$ cat src/rtl/bandref_pkg.sv
package bandref_pkg;
   typedef enum logic [3:0] {
      ST_IDLE, ST_CMD, ST_CMDW, ST_LOAD, ST_DAT, ST_DATW, ST_GAP, ST_CSH
   } bref_state_t;

   localparam logic [7:0] COL_HI_ZERO = 8'h10;
   localparam logic [7:0] COL_LO_ZERO = 8'h00;
   localparam logic [3:0] PAGE_OPC    = 4'hB;
   localparam int         CMD_BYTES   = 3;

   function automatic logic [7:0] page_cmd(input logic [3:0] page);
      return {PAGE_OPC, page};
   endfunction
endpackage

$ cat src/rtl/bref_shifter.sv
module bref_shifter #(
   parameter int HALF_CLKS = 2
) (
   input  logic       clk,
   input  logic       rst_n,
   input  logic       start,
   input  logic [7:0] byte_in,
   output logic       done,
   output logic       sck,
   output logic       mosi
);
   logic       busy, ph, tick;
   logic [2:0] bitc;
   logic [7:0] sh;

   generate
      if (HALF_CLKS > 1) begin : g_div
         localparam int DW = $clog2(HALF_CLKS);
         logic [DW-1:0] dcnt;
         assign tick = busy && (dcnt == DW'(HALF_CLKS - 1));
         always_ff @(posedge clk or negedge rst_n) begin
            if (!rst_n)               dcnt <= '0;
            else if (!busy || tick)   dcnt <= '0;
            else                      dcnt <= dcnt + DW'(1);
         end
      end else begin : g_nodiv
         assign tick = busy;
      end
   endgenerate

   always_ff @(posedge clk or negedge rst_n) begin
      if (!rst_n) begin
         busy <= 1'b0;
         ph   <= 1'b0;
         bitc <= '0;
         sh   <= '0;
         done <= 1'b0;
      end else begin
         done <= 1'b0;
         if (!busy) begin
            if (start) begin
               busy <= 1'b1;
               sh   <= byte_in;
               ph   <= 1'b0;
               bitc <= '0;
            end
         end else if (tick) begin
            if (!ph) begin
               ph <= 1'b1;
            end else begin
               ph <= 1'b0;
               if (bitc == 3'd7) begin
                  busy <= 1'b0;
                  done <= 1'b1;
               end else begin
                  bitc <= bitc + 3'd1;
                  sh   <= {sh[6:0], 1'b0};
               end
            end
         end
      end
   end

   assign sck  = busy & ph;
   assign mosi = sh[7];
endmodule

$ cat src/rtl/bref_timer.sv
module bref_timer #(
   parameter int TW = 8
) (
   input  logic          clk,
   input  logic          rst_n,
   input  logic          load,
   input  logic [TW-1:0] val,
   output logic          expired
);
   logic [TW-1:0] cnt;

   always_ff @(posedge clk or negedge rst_n) begin
      if (!rst_n)            cnt <= '0;
      else if (load)         cnt <= val;
      else if (cnt != '0)    cnt <= cnt - TW'(1);
   end

   assign expired = (cnt == TW'(1));
endmodule

$ cat src/rtl/bref_seq.sv
module bref_seq
   import bandref_pkg::*;
#(
   parameter int COLS        = 128,
   parameter int PPB         = 2,
   parameter int BW          = 2,
   parameter int CW          = 7,
   parameter int PGW         = 1,
   parameter int AW          = 8,
   parameter int TW          = 8,
   parameter int GAP_CLKS    = 2500,
   parameter int CSIDLE_CLKS = 4
) (
   input  logic          clk,
   input  logic          rst_n,
   input  logic          band_start,
   input  logic [BW-1:0] band_idx,
   output logic          band_done,
   output logic          rd_en,
   output logic [AW-1:0] rd_addr,
   input  logic [7:0]    rd_data,
   output logic          sh_start,
   output logic [7:0]    sh_byte,
   input  logic          sh_done,
   output logic          tmr_load,
   output logic [TW-1:0] tmr_val,
   input  logic          tmr_exp,
   output logic          cs_n,
   output logic          dc
);
   localparam logic [CW-1:0]  LASTCOL = CW'(COLS - 1);
   localparam logic [PGW-1:0] LASTPG  = PGW'(PPB - 1);

   bref_state_t    st;
   logic [1:0]     ci;
   logic [CW-1:0]  col;
   logic [PGW-1:0] pg;
   logic [BW-1:0]  band_q;
   logic [3:0]     page_no;
   logic [7:0]     cmd_byte;

   assign page_no = 4'(band_q) * 4'(PPB) + 4'(pg);

   always_comb begin
      case (ci)
         2'd0:    cmd_byte = COL_HI_ZERO;
         2'd1:    cmd_byte = COL_LO_ZERO;
         default: cmd_byte = page_cmd(page_no);
      endcase
   end

   always_ff @(posedge clk or negedge rst_n) begin
      if (!rst_n) begin
         st        <= ST_IDLE;
         ci        <= '0;
         col       <= '0;
         pg        <= '0;
         band_q    <= '0;
         band_done <= 1'b0;
      end else begin
         band_done <= 1'b0;
         case (st)
            ST_IDLE: if (band_start) begin
               band_q <= band_idx;
               pg     <= '0;
               ci     <= '0;
               st     <= ST_CMD;
            end
            ST_CMD:  st <= ST_CMDW;
            ST_CMDW: if (sh_done) begin
               if (ci == 2'(CMD_BYTES - 1)) begin
                  ci  <= '0;
                  col <= '0;
                  st  <= ST_LOAD;
               end else begin
                  ci <= ci + 2'd1;
                  st <= ST_CMD;
               end
            end
            ST_LOAD: st <= ST_DAT;
            ST_DAT:  st <= ST_DATW;
            ST_DATW: if (sh_done) begin
               if (col == LASTCOL) st <= ST_GAP;
               else begin
                  col <= col + CW'(1);
                  st  <= ST_DAT;
               end
            end
            ST_GAP: if (tmr_exp) begin
               if (pg == LASTPG) begin
                  st        <= ST_IDLE;
                  band_done <= 1'b1;
               end else st <= ST_CSH;
            end
            ST_CSH: if (tmr_exp) begin
               pg <= pg + PGW'(1);
               st <= ST_CMD;
            end
            default: st <= ST_IDLE;
         endcase
      end
   end

   always_comb begin
      sh_start = 1'b0;
      sh_byte  = 8'h00;
      rd_en    = 1'b0;
      rd_addr  = '0;
      tmr_load = 1'b0;
      tmr_val  = '0;
      case (st)
         ST_CMD: begin
            sh_start = 1'b1;
            sh_byte  = cmd_byte;
         end
         ST_LOAD: begin
            rd_en   = 1'b1;
            rd_addr = {pg, CW'(0)};
         end
         ST_DAT: begin
            sh_start = 1'b1;
            sh_byte  = rd_data;
            if (col != LASTCOL) begin
               rd_en   = 1'b1;
               rd_addr = {pg, col + CW'(1)};
            end
         end
         ST_DATW: if (sh_done && col == LASTCOL) begin
            tmr_load = 1'b1;
            tmr_val  = TW'(GAP_CLKS);
         end
         ST_GAP: if (tmr_exp && pg != LASTPG) begin
            tmr_load = 1'b1;
            tmr_val  = TW'(CSIDLE_CLKS);
         end
         default: ;
      endcase
   end

   assign cs_n = (st == ST_IDLE) || (st == ST_CSH);
   assign dc   = (st == ST_LOAD) || (st == ST_DAT) || (st == ST_DATW) || (st == ST_GAP);
endmodule

$ cat src/rtl/band_refresh.sv
module band_refresh #(
   parameter int COLS        = 128,
   parameter int ROWS        = 64,
   parameter int BAND_ROWS   = 16,
   parameter int PAGE_ROWS   = 8,
   parameter int HALF_CLKS   = 2,
   parameter int GAP_CLKS    = 2500,
   parameter int CSIDLE_CLKS = 4,
   localparam int BANDS = ROWS / BAND_ROWS,
   localparam int PPB   = BAND_ROWS / PAGE_ROWS,
   localparam int BW    = (BANDS > 1) ? $clog2(BANDS) : 1,
   localparam int CW    = $clog2(COLS),
   localparam int PGW   = (PPB > 1) ? $clog2(PPB) : 1,
   localparam int AW    = PGW + CW
) (
   input  logic          clk,
   input  logic          rst_n,
   input  logic          band_start,
   input  logic [BW-1:0] band_idx,
   output logic          band_done,
   output logic          rd_en,
   output logic [AW-1:0] rd_addr,
   input  logic [7:0]    rd_data,
   output logic          lcd_cs_n,
   output logic          lcd_sck,
   output logic          lcd_mosi,
   output logic          lcd_dc
);
   localparam int TMAX = (GAP_CLKS > CSIDLE_CLKS) ? GAP_CLKS : CSIDLE_CLKS;
   localparam int TW   = $clog2(TMAX + 1);

   generate
      if (ROWS % BAND_ROWS != 0 || BAND_ROWS % PAGE_ROWS != 0) begin : g_bad_geom
         $error("band_refresh: rows must split evenly into bands and pages");
      end
      if (PPB != (1 << PGW) || PPB < 2) begin : g_bad_ppb
         $error("band_refresh: pages per band must be a power of two, at least 2");
      end
      if (COLS != (1 << CW)) begin : g_bad_cols
         $error("band_refresh: column count must be a power of two");
      end
      if (ROWS / PAGE_ROWS > 16) begin : g_bad_pages
         $error("band_refresh: page number must fit the 4-bit page command field");
      end
      if (HALF_CLKS < 1 || GAP_CLKS < 1 || CSIDLE_CLKS < 1) begin : g_bad_time
         $error("band_refresh: timing parameters must be at least 1");
      end
   endgenerate

   logic          sh_start, sh_done;
   logic [7:0]    sh_byte;
   logic          tmr_load, tmr_exp;
   logic [TW-1:0] tmr_val;

   bref_seq #(
      .COLS(COLS), .PPB(PPB), .BW(BW), .CW(CW), .PGW(PGW), .AW(AW), .TW(TW),
      .GAP_CLKS(GAP_CLKS), .CSIDLE_CLKS(CSIDLE_CLKS)
   ) u_seq (
      .clk(clk), .rst_n(rst_n), .band_start(band_start), .band_idx(band_idx),
      .band_done(band_done), .rd_en(rd_en), .rd_addr(rd_addr), .rd_data(rd_data),
      .sh_start(sh_start), .sh_byte(sh_byte), .sh_done(sh_done),
      .tmr_load(tmr_load), .tmr_val(tmr_val), .tmr_exp(tmr_exp),
      .cs_n(lcd_cs_n), .dc(lcd_dc)
   );

   bref_shifter #(.HALF_CLKS(HALF_CLKS)) u_shift (
      .clk(clk), .rst_n(rst_n), .start(sh_start), .byte_in(sh_byte),
      .done(sh_done), .sck(lcd_sck), .mosi(lcd_mosi)
   );

   bref_timer #(.TW(TW)) u_tmr (
      .clk(clk), .rst_n(rst_n), .load(tmr_load), .val(tmr_val), .expired(tmr_exp)
   );
endmodule

$ cat config.mk
export PLATFORM = sky130hd
export DESIGN_NAME = band_refresh
export DESIGN_NICKNAME = d
export VERILOG_FILES = /design/src/rtl/bandref_pkg.sv /design/src/rtl/bref_shifter.sv /design/src/rtl/bref_timer.sv /design/src/rtl/bref_seq.sv /design/src/rtl/band_refresh.sv
export SDC_FILE = /design/constraint.sdc
export NUM_CORES = 1
export LEC_CHECK = 0
export ABC_AREA = 1
export BUFFER_PORTS_ARGS = -buffer_cell sky130_fd_sc_hd__buf_2
export CAP_MARGIN = 30
export CORE_ASPECT_RATIO = 0.6
export CORE_MARGIN = 2
export CORE_UTILIZATION = 48
export CTS_CLUSTER_SIZE = 14
export DETAILED_ROUTE_END_ITERATION = 10
export HOLD_SLACK_MARGIN = 0.06
export PLACE_DENSITY = 0.67
export SYNTH_ARGS = -nofsm -noshare
export SYNTH_HDL_FRONTEND = slang
export SYNTH_SLANG_ARGS = --single-unit
$ cat constraint.sdc
create_clock -name clk -period 2.35 [get_ports clk]
set_input_delay 0.705 -clock clk [delete_from_list [all_inputs] [get_ports clk]]
set_output_delay 0.705 -clock clk [all_outputs]
set_load 0.05 [all_outputs]
==> reports/metrics.cfg, run 1 <==
[route]
drt_iter0_markers=113
num_vias=2190
first_pass_iters=4
wirelength_um=5630
vias_per_cell=5.00
drc=0
routedWlPerCell_um=12.9
antenna_left=0

[global_routing]
antenna_found_initial=0
use_met1_pct=30.1
grtUsageMet2_pct=28.3
track_usage_pct=20.1
grt_first_pass_wirelength_um=9080
grt-ovfl-total=0
grt_pass1_vias=1938
grt_max_degree=20
grt_use_met3_pct=5.03
grt_busiest_layer=met1

[die]
boundaryPins=27
initial_core_util_pct=49.6
die_width_um=97.1
row_count=20
core_area_um2=5030
dieArea_um2=5810
die_h_um=59.8

[setup_path]
crit_cells=7
critPathKind=reg2out
crit_path_end_kind=output pin
critical-path-top-delay-family=flip-flops
path_buf_inv=2
cp_slowest_cell=dfrtp_1
cp.required_ns=1.64
crit_chain=ha_4 -> nand3_4 -> buf_6 -> nor2_4 -> nor2_2 -> nor3_2 -> buf_6
critical_path_arrival_ns=1.62
slowest_delay_ns=0.42
rr_worst_depth=8
start_kind=register
cpMostUsedCell=buf_6
worstPathMaxFanout=3

[clock_tree]
clock-sinks=43
cts_buffers=5
clkTransAtPathRegs_ns=0.08
h-tree-depth=2
cts_tree=built
clk_latency_ns=0.30
ctsHoldBuffers=0
root_buffer=clkbuf_8
clock_path_buffers=2

[sta]
hold_viol_final=0
finalSetupViolCount=0
layout_min_cycle_time_ns=2.32
maxSlewViolCount=0
clock_skew_ns=0.00613
rsz0062_at_grt=yes
fmax_mhz=431
finalCritPeriodShare_pct=98.7
maxSlewHeadroom_pct=79.5
tightest_slew_ns=0.305

[job]
cap_violations=0

[cells_and_area]
final_util_pct=60.1
num_antenna_cells=0
areaGrowthSynthToFinish_pct=21.2
final_cell_mix=nand2_1 (87), nor2_1 (44), dfrtp_1 (40)
fill_cells=459
drive_above_1_share_pct=24.2
final_common_cell=nand2_1
final_area_um2=3020
num-nets-final=390

[power_and_ir_drop]
p_leak_uw=0.00155
ir_drop_mv=0.718
power_density_nw_per_um2=998

[yosys]
synthCells=329
synth-simple-area-share_pct=33.2
synth_fa_ha_area_share_pct=3.01
synth_compound_area_share_pct=10.9
syn_area_um2=2490
synth_top_family_by_area=simple AND/OR/NAND/NOR gates
synth_nets=348
synth-edff-count=0
synth_mux_area_share_pct=0
ys_ff_latch=43
synth-xor-area-share_pct=2.81
synth.distinct_cells=39
ys_seq_area_share_pct=43.2
async_flop_share_pct=100
synth.avg_cell_area_um2=7.58
yosysWarningCount=0
synth_flop_cell=dfrtp_1

[worst_hold_path]
hold_class=in2async

[placed_design]
dpl-instance-area_um2=2730
io_buffers=26
hpwl_um=4190
gp_congestion=0.885

[outcome]
status=completed

layout make-up:
type                            instances  area [um2]  area share (%)
Clock buffer                            6        72.6            2.40
Clock inverter                          2        60.1            1.99
Inverter                               40         154            5.09
Multi-Input combinational cell        243        1310            43.4
Sequential cell                        43        1080            35.7
Tap cell                               66        82.6            2.73
Timing Repair Buffer                   38         260            8.61
metal layers:
| metal | share of wire, % | routed length, um |
|---|---|---|
| met4 | 1.6 | 88 |
| met1 | 53 | 2960 |
| met5 | 0 | 0 |
| met3 | 5.2 | 291 |
| met2 | 41 | 2290 |
worst paths after layout:
check / start / endpoint / slack (ns)
max: u_seq.col[1] / rd_addr[6] / 0.03
min: rst_n / u_shift.bitc[2] / 0.26
max reg2reg: u_shift.bitc[0] / u_shift.sh[2] / 0.46
min reg2reg: u_shift.g_div.dcnt / u_shift.g_div.dcnt / 0.48
max in group asynchronous: rst_n / u_tmr.cnt[8] / 1.58
min in group clk: u_shift.g_div.dcnt / u_shift.g_div.dcnt / 0.48
logic make-up (layout without fill, tap and decap cells):
kind of cell	Yosys count	count (layout)
simple gates	184	184
flops	43	43
compound gates	45	45
fa+ha+maj	6	6
buf+inv	43	86
xor+xnor	8	8
cells in the mapped netlist, types with 2 or more instances:
library cell,count,area (um2)
nand4_1,3,18.8
nor2_4,4,45.0
inv_2,5,18.8
o21ai_2,4,35.0
o21ai_1,4,20.0
o21ai_0,14,70.1
inv_1,33,124
nor2_1,47,176
nand2_4,2,22.5
xor2_1,7,61.3
nand3_1,18,90.1
nor3_1,4,20.0
nand2_2,7,43.8
nand3b_1,2,15.0
nor3b_1,2,15.0
a21oi_1,12,60.1
ha_1,6,75.1
o211ai_1,2,15.0
nor2_2,4,25.0
dfrtp_1,43,1080
nand2_1,88,330
repair_timing:
| item | 4_1_cts | 5_1_grt |
|---|---|---|
| buffers inserted | 2 | 5 |
| endpoints found under the setup margin | 8 | 9 |
| gates resized for setup | 12 | 22 |
| pin swaps | 3 | 5 |
registers in the layout (all words and copies together), names as in the netlist, 2 cells and up:
name	count
u_seq.col	7
u_seq.st	3
u_seq.band_q	2
u_tmr.cnt	12
u_shift.sh	8
u_shift.bitc	3
u_seq.ci	2
stage by stage:
step | power (uW) | setup slack, ns | cells | TNS [ns] | hold WS (ns)
after floorplan | 1980 | -0.0734 | 329 | -0.220 | 0.409
after global placement | 2240 | 0.125 | 423 | 0 | 0.458
after detailed placement | 2270 | 0.0852 | 423 | 0 | 0.467
after CTS | 2970 | 0.000460 | 433 | 0 | 0.263
after global routing | 3240 | -0.0618 | 438 | -0.107 | 0.268
final | 3020 | 0.0300 | 438 | 0 | 0.260
power breakdown:
part,internal (uW),switching (uW),total (uW)
sequential,900,158,1060
clock,425,258,683
combinational,390,884,1270
Note: power is estimated with default switching activity, not from simulation.
==> inputs of run 2 (changes only) <==
- ABC_AREA: 1 -> unset
==> reports/metrics.cfg, run 2 <==
[clock_tree]
cts_tree=built
cts_buffers=5
clkTransAtPathRegs_ns=0.08
clk_latency_ns=0.30
ctsHoldBuffers=0
root_buffer=clkbuf_8
h-tree-depth=2
clock-sinks=43
clock_path_buffers=2

[setup_path]
cp.required_ns=1.64
crit_start=u_seq.col[0]
r2r-start=u_seq.st[0]
critical_path_arrival_ns=1.62
critPathKind=reg2out
crit_path_end_kind=output pin
start_kind=register
worstPathMaxFanout=4

[power_and_ir_drop]
power_density_nw_per_um2=950
p_leak_uw=0.00141
power_uw=2890
ir_drop_mv=0.663

[route]
antenna_left=0
routedWlPerCell_um=15.5
first_pass_iters=4
wirelength_um=5750
drc=0
num_vias=2060
vias_per_cell=5.57
drt_iter0_markers=142

[global_routing]
grt_max_degree=44
antenna_found_initial=0
grt-ovfl-total=0
track_usage_pct=21.0
grt_first_pass_wirelength_um=9470
grt_pass1_vias=1849

[placed_design]
io_buffers=26
dpl-instance-area_um2=2810
gp_congestion=0.871
hpwl_um=4080

[sta]
layout_min_cycle_time_ns=2.32
finalCritPeriodShare_pct=98.9
tightest_slew_ns=0.717
maxSlewHeadroom_pct=52.2
maxSlewViolCount=0
clock_skew_ns=0.00986
fmax_mhz=430
finalSetupViolCount=0
hold_viol_final=0
rsz0062_at_grt=yes

[cells_and_area]
largest_reg_flops=12
areaGrowthSynthToFinish_pct=20.7
drive_above_1_share_pct=28.3
final_cell_mix=dfrtp_1 (41), nand2_1 (23), buf_4 (22)
fill_cells=447
top_regs=u_tmr.cnt (12), u_shift.sh (8), u_seq.col (7)
num_antenna_cells=0
final_area_um2=3050
regMostFlops=u_tmr.cnt
num-nets-final=322
final_common_cell=dfrtp_1

[yosys]
synthCells=262
syn_area_um2=2520
synth-edff-count=0
netlist_top_cells_count=dfrtp_1 (43), nand2_1 (23), o21ai_0 (19)
async_flop_share_pct=100
synth_flop_cell=dfrtp_1
synth_nets=281
yosysTopAreaCellShare_pct=42.6
ys_top_cells_by_area=dfrtp_1 (43%), o21ai_0 (3.8%), nand2_1 (3.4%)
ys_seq_area_share_pct=42.6
synth.avg_cell_area_um2=9.64
synth_most_common_cell=dfrtp_1
ys_ff_latch=43
synth.distinct_cells=58
yosysWarningCount=0
synth_top_area_cell=dfrtp_1

[die]
boundaryPins=27
die_h_um=60.2
die_width_um=97.6
dieArea_um2=5880
initial_core_util_pct=50.0
row_count=20
core_area_um2=5050

[job]
cap_violations=0

[worst_hold_path]
hold_class=in2async

[outcome]
status=completed

==> run 2: cell count changes after synthesis, moves of 7 or more <==
cell	previous run	this run
or3_1	0	7
nand3_1	18	9
a22o_1	0	7
inv_1	33	8
nand2_1	88	23
nor2_1	47	16
==> run 2: repair_timing <==
action                                  4_1_cts  5_1_grt
resized for setup                            10       22
gates cloned                                  0        0
endpoints found under the setup margin        8        8
pin swaps                                     2        3
buffers inserted                              2        2
==> run 2: critical path: stages, from the launching register on <==
cell and delay, ns:
dfrtp_1 0.37, ha_2 0.22, nand3_4 0.10, o21ai_4 0.23, o21ai_2 0.08, and2_1 0.17
buf_6 0.15
==> run 2: worst paths after layout <==
kind                            endpoint  slack, ns  cells past startpoint
setup / recovery              rd_addr[7]       0.03                      6
hold / removal              u_tmr.cnt[0]       0.47                      2
setup reg to reg            u_seq.col[5]       0.37                      6
hold reg to reg            u_shift.sh[7]       0.48                      2
max in group asynchronous   u_seq.col[2]       1.49                      2
min in group clk           u_shift.sh[7]       0.48                      2
==> run 2: metrics by stage <==
stage | std cells | hold WS [ns] | setup TNS [ns] | worst slack (ns) | utilization (%)
after floorplan | 262 | 0.409 | -0.350 | -0.158 | -
after global placement | 358 | 0.460 | 0 | 0.104 | 55.5
after detailed placement | 358 | 0.469 | 0 | 0.0972 | 55.5
after CTS | 368 | 0.483 | 0 | 0.00169 | 58.9
after global routing | 370 | 0.512 | -0.183 | -0.0508 | 60.3
final | 370 | 0.466 | 0 | 0.0258 | 60.3
==> run 2: final cells by class <==
class	count	area, um2	area share, %
Clock buffer	6	82.6	2.71
Clock inverter	2	35.0	1.15
Inverter	8	30.0	0.985
Multi-Input combinational cell	200	1420	46.7
Sequential cell	43	1080	35.4
Tap cell	66	82.6	2.71
Timing Repair Buffer	45	317	10.4
==> run 2: kinds of logic (layout without fill, tap and decap cells) <==
family	after synthesis	after routing	share of synthesized area (%)
compound gates	77	77	20.7
xor+xnor	10	10	3.47
mux	6	6	2.68
simple gates	101	101	23.8
buf+inv	19	61	3.77
flops	43	43	42.6
fa+ha+maj	6	6	2.97
==> run 2: layer usage <==
metal | routed length (um) | GRT usage, % | part of all wire (%) | vias up
met2 | 2240 | 27.7 | 39 | 37
met1 | 3230 | 33.2 | 56 | 976
met3 | 229 | 5.15 | 4.0 | 4
met5 | 0 | 0 | 0 | -
li1 | - | - | - | 1043
met4 | 53 | 6.35 | 0.92 | 0
==> run 2: where the power goes <==
| part | switching (uW) | internal, uW |
|---|---|---|
| clock | 260 | 344 |
| sequential | 115 | 881 |
| combinational | 799 | 494 |
| total | 1170 | 1720 |
